--- src/rtl/codec_ctl_writer.sv ---
module codec_ctl_writer #(
  parameter int         TICK_CYCLES = 12500,
  parameter logic [1:0] CHIP_ADDR   = 2'b10
) (
  input  logic       clk,
  input  logic       rst_n,
  input  logic       start,
  input  logic [1:0] chip_idx,
  input  logic [4:0] reg_addr,
  input  logic [7:0] wr_data,
  output logic       busy,
  output logic       done,
  output logic       err,
  output logic       ser_clk,
  output logic       ser_data,
  output logic [1:0] sel_n
);

  localparam int CW = (TICK_CYCLES > 1) ? $clog2(TICK_CYCLES) : 1;
  localparam int FW = 16;
  localparam int BW = $clog2(FW);

  typedef enum logic [2:0] {
    S_IDLE, S_PRE, S_SEL, S_LO, S_DAT, S_HI, S_POST
  } step_t;

  step_t          st;
  logic [CW-1:0]  cnt;
  logic [BW-1:0]  bidx;
  logic [FW-1:0]  frame_q;
  logic           chip_q;
  logic           data_q;
  logic           done_q;
  logic           err_q;

  wire tick_end = (cnt == CW'(TICK_CYCLES - 1));
  wire sel_on   = (st == S_SEL) || (st == S_LO) || (st == S_DAT) || (st == S_HI);

  assign busy     = (st != S_IDLE);
  assign done     = done_q;
  assign err      = err_q;
  assign ser_clk  = !((st == S_LO) || (st == S_DAT));
  assign ser_data = data_q;
  assign sel_n    = sel_on ? (chip_q ? 2'b01 : 2'b10) : 2'b11;

  always_ff @(posedge clk or negedge rst_n) begin
    if (!rst_n) begin
      st      <= S_IDLE;
      cnt     <= '0;
      bidx    <= '0;
      frame_q <= '0;
      chip_q  <= 1'b0;
      data_q  <= 1'b1;
      done_q  <= 1'b0;
      err_q   <= 1'b0;
    end else begin
      done_q <= 1'b0;
      err_q  <= 1'b0;
      if (st == S_IDLE) begin
        cnt <= '0;
        if (start) begin
          if (chip_idx[1]) begin
            err_q <= 1'b1;
          end else begin
            frame_q <= {CHIP_ADDR, 1'b1, reg_addr, wr_data};
            chip_q  <= chip_idx[0];
            bidx    <= BW'(FW - 1);
            st      <= S_PRE;
          end
        end
      end else if (!tick_end) begin
        cnt <= cnt + 1'b1;
      end else begin
        cnt <= '0;
        case (st)
          S_PRE: st <= S_SEL;
          S_SEL: st <= S_LO;
          S_LO: begin
            data_q <= frame_q[bidx];
            st     <= S_DAT;
          end
          S_DAT: st <= S_HI;
          S_HI: begin
            if (bidx == '0) begin
              data_q <= 1'b1;
              st     <= S_POST;
            end else begin
              bidx <= bidx - 1'b1;
              st   <= S_LO;
            end
          end
          S_POST: begin
            done_q <= 1'b1;
            st     <= S_IDLE;
          end
          default: st <= S_IDLE;
        endcase
      end
    end
  end


  data_setup_chk: assert property (@(posedge clk) disable iff (!rst_n)
    $rose(ser_clk) |-> $stable(ser_data));


  one_select_chk: assert property (@(posedge clk) disable iff (!rst_n)
    sel_n != 2'b00);


  bad_chip_quiet_chk: assert property (@(posedge clk) disable iff (!rst_n)
    err |-> (sel_n == 2'b11) && !busy);


  busy_start_ignored_chk: assert property (@(posedge clk) disable iff (!rst_n)
    (busy && start) |=> $stable(frame_q) && busy);


  done_pulse_chk: assert property (@(posedge clk) disable iff (!rst_n)
    done |=> !done);


  done_lines_high_chk: assert property (@(posedge clk) disable iff (!rst_n)
    done |-> ser_clk && ser_data && (sel_n == 2'b11) && !busy);

endmodule

--- config.mk ---
export PLATFORM = sky130hd
export DESIGN_NAME = codec_ctl_writer
export DESIGN_NICKNAME = d
export VERILOG_FILES = /design/src/rtl/codec_ctl_writer.sv
export SDC_FILE = /design/constraint.sdc
export NUM_CORES = 1
export LEC_CHECK = 0
export BUFFER_PORTS_ARGS = -buffer_cell sky130_fd_sc_hd__buf_2
export CORE_MARGIN = 2
export CORE_UTILIZATION = 53
export CTS_CLUSTER_SIZE = 30
export DETAILED_ROUTE_END_ITERATION = 10
export PLACE_DENSITY = 0.8
export SLEW_MARGIN = 40
export SYNTH_ARGS = -nofsm -noshare
export SYNTH_HDL_FRONTEND = slang
export SYNTH_SLANG_ARGS = --single-unit
--- constraint.sdc ---
create_clock -name clk -period 4.86 [get_ports clk]
set_input_delay 1.215 -clock clk [delete_from_list [all_inputs] [get_ports clk]]
set_output_delay 1.215 -clock clk [all_outputs]
set_load 0.02 [all_outputs]
Word-level counts from Yosys, hierarchy flattened
Index checks and enable logic that the tools add are counted.
Widths: inputs -> output; s select.
- register bits: 39
- bits of input ports: 18
- memory bits (read-only): 0
- RAM bits: 0
- output and inout port bits: 7
- latch bits: 0
- word-level logic and storage cells: 65
- memories kept: 0
- shift-type cells: 0
- mux-type cells: 26
- reductions and logical operators: 15
- equal/unequal tests: 11
- bitwise logic cells: 2
- $mul: 0
- add/sub/neg operators: 2
- divide/modulo/power cells: 0
- magnitude comparators: 1
- operators with widths (operator ; number):
    $mux 14 ; 2
    $mux 4 ; 6
    $mux 3 ; 5
    $pmux 3 s5 ; 1
    $add 14x1->14 const B ; 1
    $eq 14x14->1 const B ; 1
    $eq 3x3->1 const B ; 3
    $mux 1 ; 8
    $eq 3x2->1 const B ; 2
    $ne 2x2->1 const B ; 3
    $reduce_and 3->1 ; 2
    $reduce_bool 2->1 ; 3
    $lt 4x5->1 const B ; 1
    $reduce_and 5->1 ; 1
    $bmux 1 s4 ; 1
    $logic_not 4->1 ; 1
    $logic_or 1x1->1 ; 4
    $mux 2 ; 2
    $reduce_and 4->1 ; 1
    $sub 4x1->4 const B ; 1
    $eq 3x1->1 const B ; 1
    $logic_not 3->1 ; 1
    $reduce_bool 3->1 ; 1
    $ne 2x1->1 const B ; 1
    3 further kinds ; 4

Longest topological paths before layout
Gate-level depths: netlist of the first run.
- depth in word-level cells: 5
- mapped depth: 7
- gate-level depth less buffers: 6

Least setup slack after synthesis of the first run
Ideal clock, no wire load.
- path kind: reg-to-output
- start point: register st[2]
- end point: output ser_clk
- arrival: 1.215 ns
- stages on the path, launching flop included: 5
- setup slack: 2.430 ns
- required time: 3.645 ns
- cells stage by stage: dfrtp_1 > clkdlybuf4s18_1 > nand2b_1 > inv_1 > a21oi_1
- longest elaborated chain between the ends: 3
- elaborated cells on any way between the ends: 4
- those cells by class: 2 x eq/ne; 2 x reduce/logical
- ends and longest elaborated chain (what ; line ; source):
    start, declared ; 27 ; step_t st;
    start signal, assigned ; 48 ; st <= S_IDLE;
    start signal, assigned ; 68 ; st <= S_PRE;
    start signal, assigned ; 76 ; S_PRE: st <= S_SEL;
    $eq 3x2->1 or $eq 3x3->1 (tied branches) ; 42 ; assign ser_clk = !((st == S_LO) || (st == S_DAT));
    $logic_or 1x1->1 * ; 42 ;
    $logic_not 1->1 * ; 42 ;
    end, declared ; 14 ; output logic ser_clk,
Every way passes the cells marked *; elsewhere a longest branch is shown, timed or not.

Final worst setup path of the first run
- start point: register st[0]
- end point: output busy
- longest elaborated chain between the ends: 1
- ends and longest elaborated chain (what ; line ; source):
    $reduce_bool 3->1 ; 39 ; assign busy = (st != S_IDLE);
    end, declared ; 11 ; output logic busy,
Every way passes these cells.

==> impl_metrics.toml, run 1 <==
[status]
status = "finished clean"

[timing]
fmax_ghz = 0.380
fin_setup_tns_ns = 0
setup_violations = 0
fin_crit_sh = 0.541
hold_viol_final = 0
finalCriticalPeriod_ns = 2.63
rsz0062_at_grt = "false"
tightest_slew_ns = 0.489
slew_headroom = 0.674
fin_ws_ns = 2.23
skew_ns = 0.00741
drv_slew = 0

[floorplan]
start_util = 0.547
die_h_um = 65.0
die_x_um = 65.0
io_pins = 25
dieArea_um2 = 4230
rows = 22
core_um2 = 3610

[worst_setup_path]
crit_type = "flop to primary output"
max_stage_delay_ns = 0.51
worst_path_dominant_cell_family = "flip-flops"
endpoint_kind = "primary output"
path_max_fanout = 13
crit_chain = "or3_4, buf_2"
cp.required_ns = 3.64
crit_slowest_cell = "dfrtp_1"
critPathBufInv = 1
cp-start-kind = "flop"
worstPathArrival_ns = 1.42

[pwr]
clkPwrFrac = 0.258
p_int_mw = 0.659
pwr-share-seq = 0.522
swShare = 0.287
power_density_nw_per_um2 = 418
peakVddDrop_mv = 0.219
leakagePower_nw = 0.978
p_comb_frac = 0.220
total_power_mw = 0.924
p_sw_mw = 0.265

[logic_synthesis]
yosysSeqAreaShare = 0.495
synth_edf_count = 0
synth_area_um2 = 1970
syn_avg_cell_area_um2 = 11.3
syn-num-nets = 194
ys.flop_type = "dfrtp_1"
synth_seq_cells = 39
yosys_warnings = 0
synth.distinct_cells = 46
synth_cells = 174
async_flop_share = 1.00

[clock_tree]
tritoncts = "built"
postCtsSetupRepairBufs = 0
insertion_delay_ns = 0.29
cts_buffers = 5
clockBufferDepth = 2
clk_pin_slew_worst_paths_ns = 0.07
cts_hold_buf = 0
clock-sinks = 39
cts_root_buffer = "clkbuf_8"
cts_htree_levels = 2
ctsResizeCount = 0

[layout]
antenna_cells = 0
drive_gt1_frac = 0.323
fin_cells = 246
syn_to_final_growth_pct = 12.1
fin_nets = 217

[place]
portBuffers = 24
dp_hpwl_um = 2870
gp_congestion = 0.817
preCtsSetupSlack_ns = 2.55
dp.cells = 238

[drt]
wl_per_cell_um = 15.9
via_count = 1418
routed_wirelength_um = 3910
drc = 0
drt_iter0_drc = 175
viasPerCell = 5.76
first_pass_iters = 4
detail-route-antenna-nets = 0

[global_route]
met2_usage = 0.351
grt.overflow.total = 0
grt_pass1_wl_um = 6870
grt_usage = 0.217
use_met1 = 0.273
antenna_found_initial = 0
grt_max_degree = 40
grt_pass1_vias = 1465
grt_use_met3 = 0.0451
grt.busiest_layer = "met2"

[worst_hold_path]
hold_class = "flop to flop"

[job]
drv_cap = 0
## sequential cells by signal (all words and copies together), names as in the netlist
| register | count |
|---|---|
| bidx | 4 |
| chip_q | 1 |
| cnt | 14 |
| done | 1 |
| err | 1 |
| frame_q | 14 |
| ser_data | 1 |
| st | 3 |
## layer usage
layer  vias up  part of all wire
li1        665                 -
met1       705              0.44
met2        38              0.50
met3        10             0.042
met4         0             0.024
met5         -                 0
## worst register-to-register path, stage by stage, from the launching register on
cell      delay [ns]
dfrtp_1         0.57
inv_1           0.12
ha_1            0.22
or3b_2          0.24
nand4b_1        0.21
o31a_1          0.35
or3_1           0.31
## worst paths after layout
check                                    startpoint                   end  slack, ns  cells after the start
worst max-delay path              st[0]$_DFFE_PN0P_                  busy       2.23                      2
worst min-delay path               cnt[0]$_DFF_PN0_      cnt[0]$_DFF_PN0_       0.46                      1
worst max register to register  bidx[0]$_DFFE_PN0P_   bidx[3]$_DFFE_PN0P_       2.73                      6
worst min register to register     cnt[0]$_DFF_PN0_      cnt[0]$_DFF_PN0_       0.46                      1
max in group asynchronous                     rst_n  ser_data$_DFFE_PN1P_       3.62                      1
min in group asynchronous                     rst_n      cnt[0]$_DFF_PN0_       0.88                      1
## stage by stage
stage / hold slack, ns / utilization / instance area [um^2]
global route: 0.508 / 0.613 / 2210
CTS: 0.465 / 0.613 / 2210
floorplan: 0.424 / - / 1970
finish: 0.462 / 0.613 / 2210
detailed placement: 0.456 / 0.585 / 2110
global placement: 0.438 / 0.585 / 2110
## power groups by stage
stage	Sequential (mW)	Combinational, mW	Clock, mW
2_1_floorplan	0.459	0.172	0
3_3_place_gp	0.476	0.194	0
3_5_place_dp	0.488	0.206	0
4_1_cts	0.483	0.205	0.243
5_1_grt	0.499	0.228	0.260
6_report	0.483	0.203	0.238
## cell families (layout without fill, tap and decap cells)
kind of cell	after synthesis	in the layout	share of synthesized area
AO/OA/AOI/OAI	20	20	0.0641
multiplexers	21	21	0.129
AND/OR/NAND/NOR	68	68	0.219
XOR/XNOR	10	10	0.0444
buffers and inverters	14	38	0.0355
adder cells (fa/ha/maj)	2	2	0.0127
flip-flops	39	39	0.495
## synthesized netlist by cell type, types with 3 or more instances
| cell type | n | area, um^2 |
|---|---|---|
| inv_1 | 5 | 18.8 |
| mux2i_1 | 4 | 40.0 |
| nor2_1 | 18 | 67.6 |
| nand2b_1 | 3 | 18.8 |
| buf_2 | 3 | 15.0 |
| or3_1 | 3 | 18.8 |
| dfrtp_1 | 38 | 951 |
| nand2_1 | 11 | 41.3 |
| a21oi_1 | 5 | 25.0 |
| nand3_1 | 6 | 30.0 |
| o21ai_0 | 7 | 35.0 |
| mux2_2 | 15 | 169 |
| nand4_1 | 3 | 18.8 |
| xor2_1 | 9 | 78.8 |
| clkbuf_1 | 3 | 11.3 |
## placed cells by master, fill, tap and decap left out, types with 3 or more instances in the layout
master / Yosys / routed
or3_1: 3 / 3
mux2i_1: 4 / 4
inv_1: 5 / 5
mux2_2: 15 / 15
nand4_1: 3 / 3
nand2_1: 11 / 11
nand2b_1: 3 / 3
buf_2: 3 / 23
o21ai_0: 7 / 7
nand3_1: 6 / 6
xor2_1: 9 / 9
clkbuf_8: 0 / 7
nor2_1: 18 / 18
a21oi_1: 5 / 5
dfrtp_1: 38 / 38
## layout make-up
type,instances,area (um^2)
Timing Repair Buffer,25,130
Clock buffer,8,100
Sequential cell,39,977
Multi-Input combinational cell,121,926
Inverter,5,18.8
Fill cell,292,1390
Tap cell,48,60.1
No activity file was read; power rests on OpenSTA's default activity.
==> inputs of run 2 (changes only) <==
- clock period: 4.86 -> 2.7 ns (I/O delays scaled with it)
==> run 2 against run 1 <==
Against the previous run: final area unchanged; final cell count stayed put; total power grew 80%; clock skew is 0.0030 ns lower; combinational power up 80%; global-route usage fell by 0.69 points; via count shrank 0.78%; sequential share of layout area is the same; critical path depth is the same; critical path type unchanged; critical endpoint unchanged; highest routed layer unchanged.
==> impl_metrics.toml, run 2 (same netlist as run 1, synthesis figures left out) <==
[worst_setup_path]
endpoint_kind = "primary output"
worstPathArrival_ns = 1.44
critPathCapture = "busy"
cp-start-kind = "flop"
crit_slowest_cell = "dfrtp_1"
crit_chain = "or3_4, buf_2"
path_max_fanout = 13
crit_type = "flop to primary output"
r2r_setup_slack_ns = 0.65
rr_worst_depth = 6
critPathBufInv = 1
cp-startpoint = "st[0]$_DFFE_PN0P_"
max_stage_delay_ns = 0.52
cp.depth = 2
worst_r2r_endpoint = "bidx[3]$_DFFE_PN0P_"
cp.required_ns = 2.03
worst_path_dominant_cell_family = "flip-flops"
reg2reg_from = "bidx[0]$_DFFE_PN0P_"

[layout]
postLayoutCoreUtil = 0.613
syn_to_final_growth_pct = 12.1
fillers = 300
drive_gt1_frac = 0.323
fin_nets = 217
final_cell_mix = "38 x dfrtp_1, 23 x buf_2, 18 x nor2_1"
largestRegisters = "cnt x14, frame_q x14, bidx x4"
antenna_cells = 0
final_common_cell = "dfrtp_1"

[timing]
fin_crit_sh = 0.783
setup_violations = 0
fin_setup_tns_ns = 0
rsz0062_at_grt = "false"
fmax_ghz = 0.473
slew_headroom = 0.674
fin_ws_ns = 0.587
tightest_slew_ns = 0.489
finalCriticalPeriod_ns = 2.11
hold_viol_final = 0
skew_ns = 0.00440
drv_slew = 0

[status]
status = "finished clean"

[clock_tree]
cts_buffers = 5
postCtsSetupRepairBufs = 0
cts_hold_buf = 0
tritoncts = "built"
insertion_delay_ns = 0.30
clock-sinks = 39
cts_root_buffer = "clkbuf_8"
cts_htree_levels = 2
clockBufferDepth = 2
ctsResizeCount = 0
clk_pin_slew_worst_paths_ns = 0.07

[floorplan]
start_util = 0.547
die_h_um = 65.0
io_pins = 25
core_um2 = 3610
rows = 22
die_x_um = 65.0
dieArea_um2 = 4230

[global_route]
grt_usage = 0.210
antenna_found_initial = 0
grt.overflow.total = 0
grt_pass1_wl_um = 6640
grt_max_degree = 40
grt_pass1_vias = 1420

[worst_hold_path]
hold_class = "input port to async pin"

[pwr]
peakVddDrop_mv = 0.455
leakagePower_nw = 0.978
power_density_nw_per_um2 = 753

[job]
drv_cap = 0

[drt]
wl_per_cell_um = 15.3
routed_wirelength_um = 3770
drc = 0
detail-route-antenna-nets = 0
drt_iter0_drc = 105
first_pass_iters = 4
via_count = 1407
viasPerCell = 5.72

[place]
portBuffers = 24
preCtsSetupSlack_ns = 0.674
dp_hpwl_um = 2620
gp_congestion = 0.888
run 2: cell counts in the layout (fill, tap and decap cells not counted):
No cell type changed its count.
run 2: how the worst min path moves through the flow:
stage | from | end | slack [ns] | depth (start not counted)
after CTS | cnt[0]$_DFF_PN0_ | cnt[0]$_DFF_PN0_ | 0.46 | 1
after global routing | rst_n | err$_DFF_PN0_ | 0.36 | 1
after global placement | cnt[0]$_DFF_PN0_ | cnt[0]$_DFF_PN0_ | 0.44 | 1
after detailed placement | cnt[0]$_DFF_PN0_ | cnt[0]$_DFF_PN0_ | 0.45 | 1
final | rst_n | cnt[2]$_DFF_PN0_ | 0.33 | 1
after floorplan | rst_n | bidx[0]$_DFFE_PN0P_ | 0.38 | 0
run 2: report_power, final:
| part | internal, mW | switching (mW) |
|---|---|---|
| clock | 0.233 | 0.202 |
| combinational | 0.216 | 0.150 |
| sequential | 0.738 | 0.126 |
run 2: worst reg2reg max path, stage by stage, from the launching register on:
cell and delay [ns]:
dfrtp_1 0.56, inv_1 0.11, ha_1 0.23, or3b_2 0.23, nand4b_1 0.19, o31a_1 0.32
or3_1 0.30
run 2: through the flow:
step | cells | hold slack, ns | power, mW | cell area, um^2
5_1_grt | 246 | 0.361 | 1.77 | 2210
4_1_cts | 246 | 0.462 | 1.68 | 2210
2_1_floorplan | 174 | 0.379 | 1.13 | 1970
3_3_place_gp | 238 | 0.437 | 1.21 | 2110
6_report | 246 | 0.334 | 1.66 | 2210
3_5_place_dp | 238 | 0.452 | 1.24 | 2110
run 2: layout make-up:
| type | instances | area, um^2 | area share |
|---|---|---|---|
| Sequential cell | 39 | 977 | 0.442 |
| Multi-Input combinational cell | 121 | 926 | 0.419 |
| Timing Repair Buffer | 25 | 130 | 0.0588 |
| Clock buffer | 8 | 100 | 0.0452 |
| Tap cell | 48 | 60.1 | 0.0271 |
| Inverter | 5 | 18.8 | 0.00848 |
run 2: per-layer routing:
layer / vias up / routed length (um) / global-route usage
met5: - / 0 / 0
met4: 0 / 77 / 0.0859
met3: 8 / 210 / 0.0590
met2: 36 / 1810 / 0.336
met1: 701 / 1670 / 0.268
li1: 662 / - / -
==> inputs of run 3 (changes only) <==
- CORE_UTILIZATION: 53 -> 51
- clock period: 2.7 -> 1.9 ns (I/O delays scaled with it)
==> run 3 against run 2 <==
Against the previous run: global-route usage fell by 1.3 points; critical path type unchanged; final cell count rose by 4.5%; highest routed layer unchanged; worst setup slack got worse by 0.53 ns; sequential share of layout area fell by 1.9 points; register-to-register slack got worse by 0.54 ns; sequential cell count did not move; final area rose by 4.6%; total power rose by 41%; first-iteration DRC count fell by 14%; wire length rose by 1.1%; utilization rose by 1.4 points; critical path depth rose by 3.
==> impl_metrics.toml, run 3 (same netlist as run 1, synthesis figures left out) <==
[global_route]
grt_pass1_vias = 1308
grt_pass1_wl_um = 6330
antenna_found_initial = 0
grt_usage = 0.196
grt_max_degree = 40
grt.overflow.total = 0

[job]
drv_cap = 0

[clock_tree]
cts_root_buffer = "clkbuf_8"
cts_buffers = 5
tritoncts = "built"
cts_htree_levels = 2
clockBufferDepth = 2
clock-sinks = 39
clk_pin_slew_worst_paths_ns = 0.08
insertion_delay_ns = 0.30

[layout]
seq_area_um2 = 977
fin_nets = 228
largestRegisters = "cnt x14, frame_q x14, bidx x4"
antenna_cells = 0
postLayoutCoreUtil = 0.627
final_cell_mix = "38 x dfrtp_1, 23 x buf_2, 18 x nor2_1"
syn_to_final_growth_pct = 17.2
final_common_cell = "dfrtp_1"
finalInstanceArea_um2 = 2310
fillers = 312
drive_gt1_frac = 0.383
multi_input_area_um2 = 947

[timing]
finalCriticalPeriod_ns = 1.84
slew_headroom = 0.671
fin_crit_sh = 0.968
setup_violations = 0
skew_ns = 0.00915
tightest_slew_ns = 0.494
fmax_ghz = 0.544
drv_slew = 0
hold_viol_final = 0
timing.hold.ws_ns = 0.215

[place]
gp_congestion = 0.751
portBuffers = 24
placed_area_um2 = 2200
dp_hpwl_um = 2630

[floorplan]
start_util = 0.535
die_h_um = 66.2
rows = 22
die_x_um = 66.2
dieArea_um2 = 4380
core_um2 = 3690
io_pins = 25

[drt]
drt_iter0_drc = 90
detail-route-antenna-nets = 0
first_pass_iters = 4
wl_per_cell_um = 14.8
routed_wirelength_um = 3810
viasPerCell = 5.51
drc = 0
via_count = 1415

[worst_setup_path]
reg2reg_from = "bidx[1]$_DFFE_PN0P_"
critPathCapture = "sel_n[0]"
rr_worst_depth = 6
path_max_fanout = 10
worstPathArrival_ns = 1.36
worst_r2r_endpoint = "bidx[3]$_DFFE_PN0P_"
cp-startpoint = "st[2]$_DFFE_PN0P_"
r2r_setup_slack_ns = 0.11
cp-start-kind = "flop"
cp.required_ns = 1.42
crit_type = "flop to primary output"
endpoint_kind = "primary output"

[pwr]
power_density_nw_per_um2 = 1020
leakagePower_nw = 1.03
peakVddDrop_mv = 0.610

[worst_hold_path]
hold_class = "input port to async pin"

[status]
status = "finished clean"
[run 3: worst min-delay path by stage]
stage | startpoint | end | slack [ns] | cells past startpoint
after floorplan | rst_n | bidx[0]$_DFFE_PN0P_ | 0.18 | 0
after global placement | cnt[0]$_DFF_PN0_ | cnt[0]$_DFF_PN0_ | 0.44 | 1
after detailed placement | cnt[0]$_DFF_PN0_ | cnt[0]$_DFF_PN0_ | 0.45 | 1
after CTS | rst_n | st[0]$_DFFE_PN0P_ | 0.23 | 2
after global routing | rst_n | cnt[5]$_DFF_PN0_ | 0.25 | 2
final | rst_n | cnt[5]$_DFF_PN0_ | 0.22 | 2
[run 3: cell type report]
| cell class | instances | share of cell area |
|---|---|---|
| clock inverter | 2 | 0.00541 |
| clock buffer | 6 | 0.0314 |
| sequential | 39 | 0.422 |
| inverter | 5 | 0.00811 |
| timing repair buffer | 36 | 0.0973 |
| tap | 48 | 0.0260 |
| multi-input combinational | 121 | 0.409 |
[run 3: repair_timing]
| action | 4_1_cts | 5_1_grt |
|---|---|---|
| gates cloned | 0 | 0 |
| hold buffers | 0 | 0 |
| resized for setup | 1 | 6 |
| buffers inserted | 0 | 1 |
| endpoints found under the setup margin | 1 | 4 |
[run 3: metal layers]
metal  up-vias  global-route usage  routed length [um]
met3         8              0.0409                 122
met1       696               0.281                1770
met4         0              0.0918                  74
li1        684                   -                   -
met5         -                   0                   0
met2        27               0.285                1840
[run 3: worst max-delay path: stages (launching register included)]
cell,delay [ns]
dfrtp_1,0.39
buf_4,0.17
nand2b_4,0.15
nand2_1,0.13
nand2b_1,0.07
buf_2,0.15
[run 3: through the flow]
| step | setup slack (ns) | TNS (ns) | std cells | total power, mW |
|---|---|---|---|---|
| finish | 0.0614 | 0 | 257 | 2.35 |
| global route | -0.00852 | -0.00852 | 257 | 2.50 |
| CTS | 0.00313 | 0 | 256 | 2.35 |
| detailed placement | 0.0672 | 0 | 248 | 1.80 |
| global placement | 0.122 | 0 | 248 | 1.77 |
| floorplan | 0.0274 | 0 | 174 | 1.61 |
[run 3: report_power, final]
part	total, mW	internal [mW]	switching, mW
Clock	0.551	0.256	0.295
Combinational	0.595	0.345	0.250
Sequential	1.20	1.05	0.155
Total	2.35	1.65	0.700
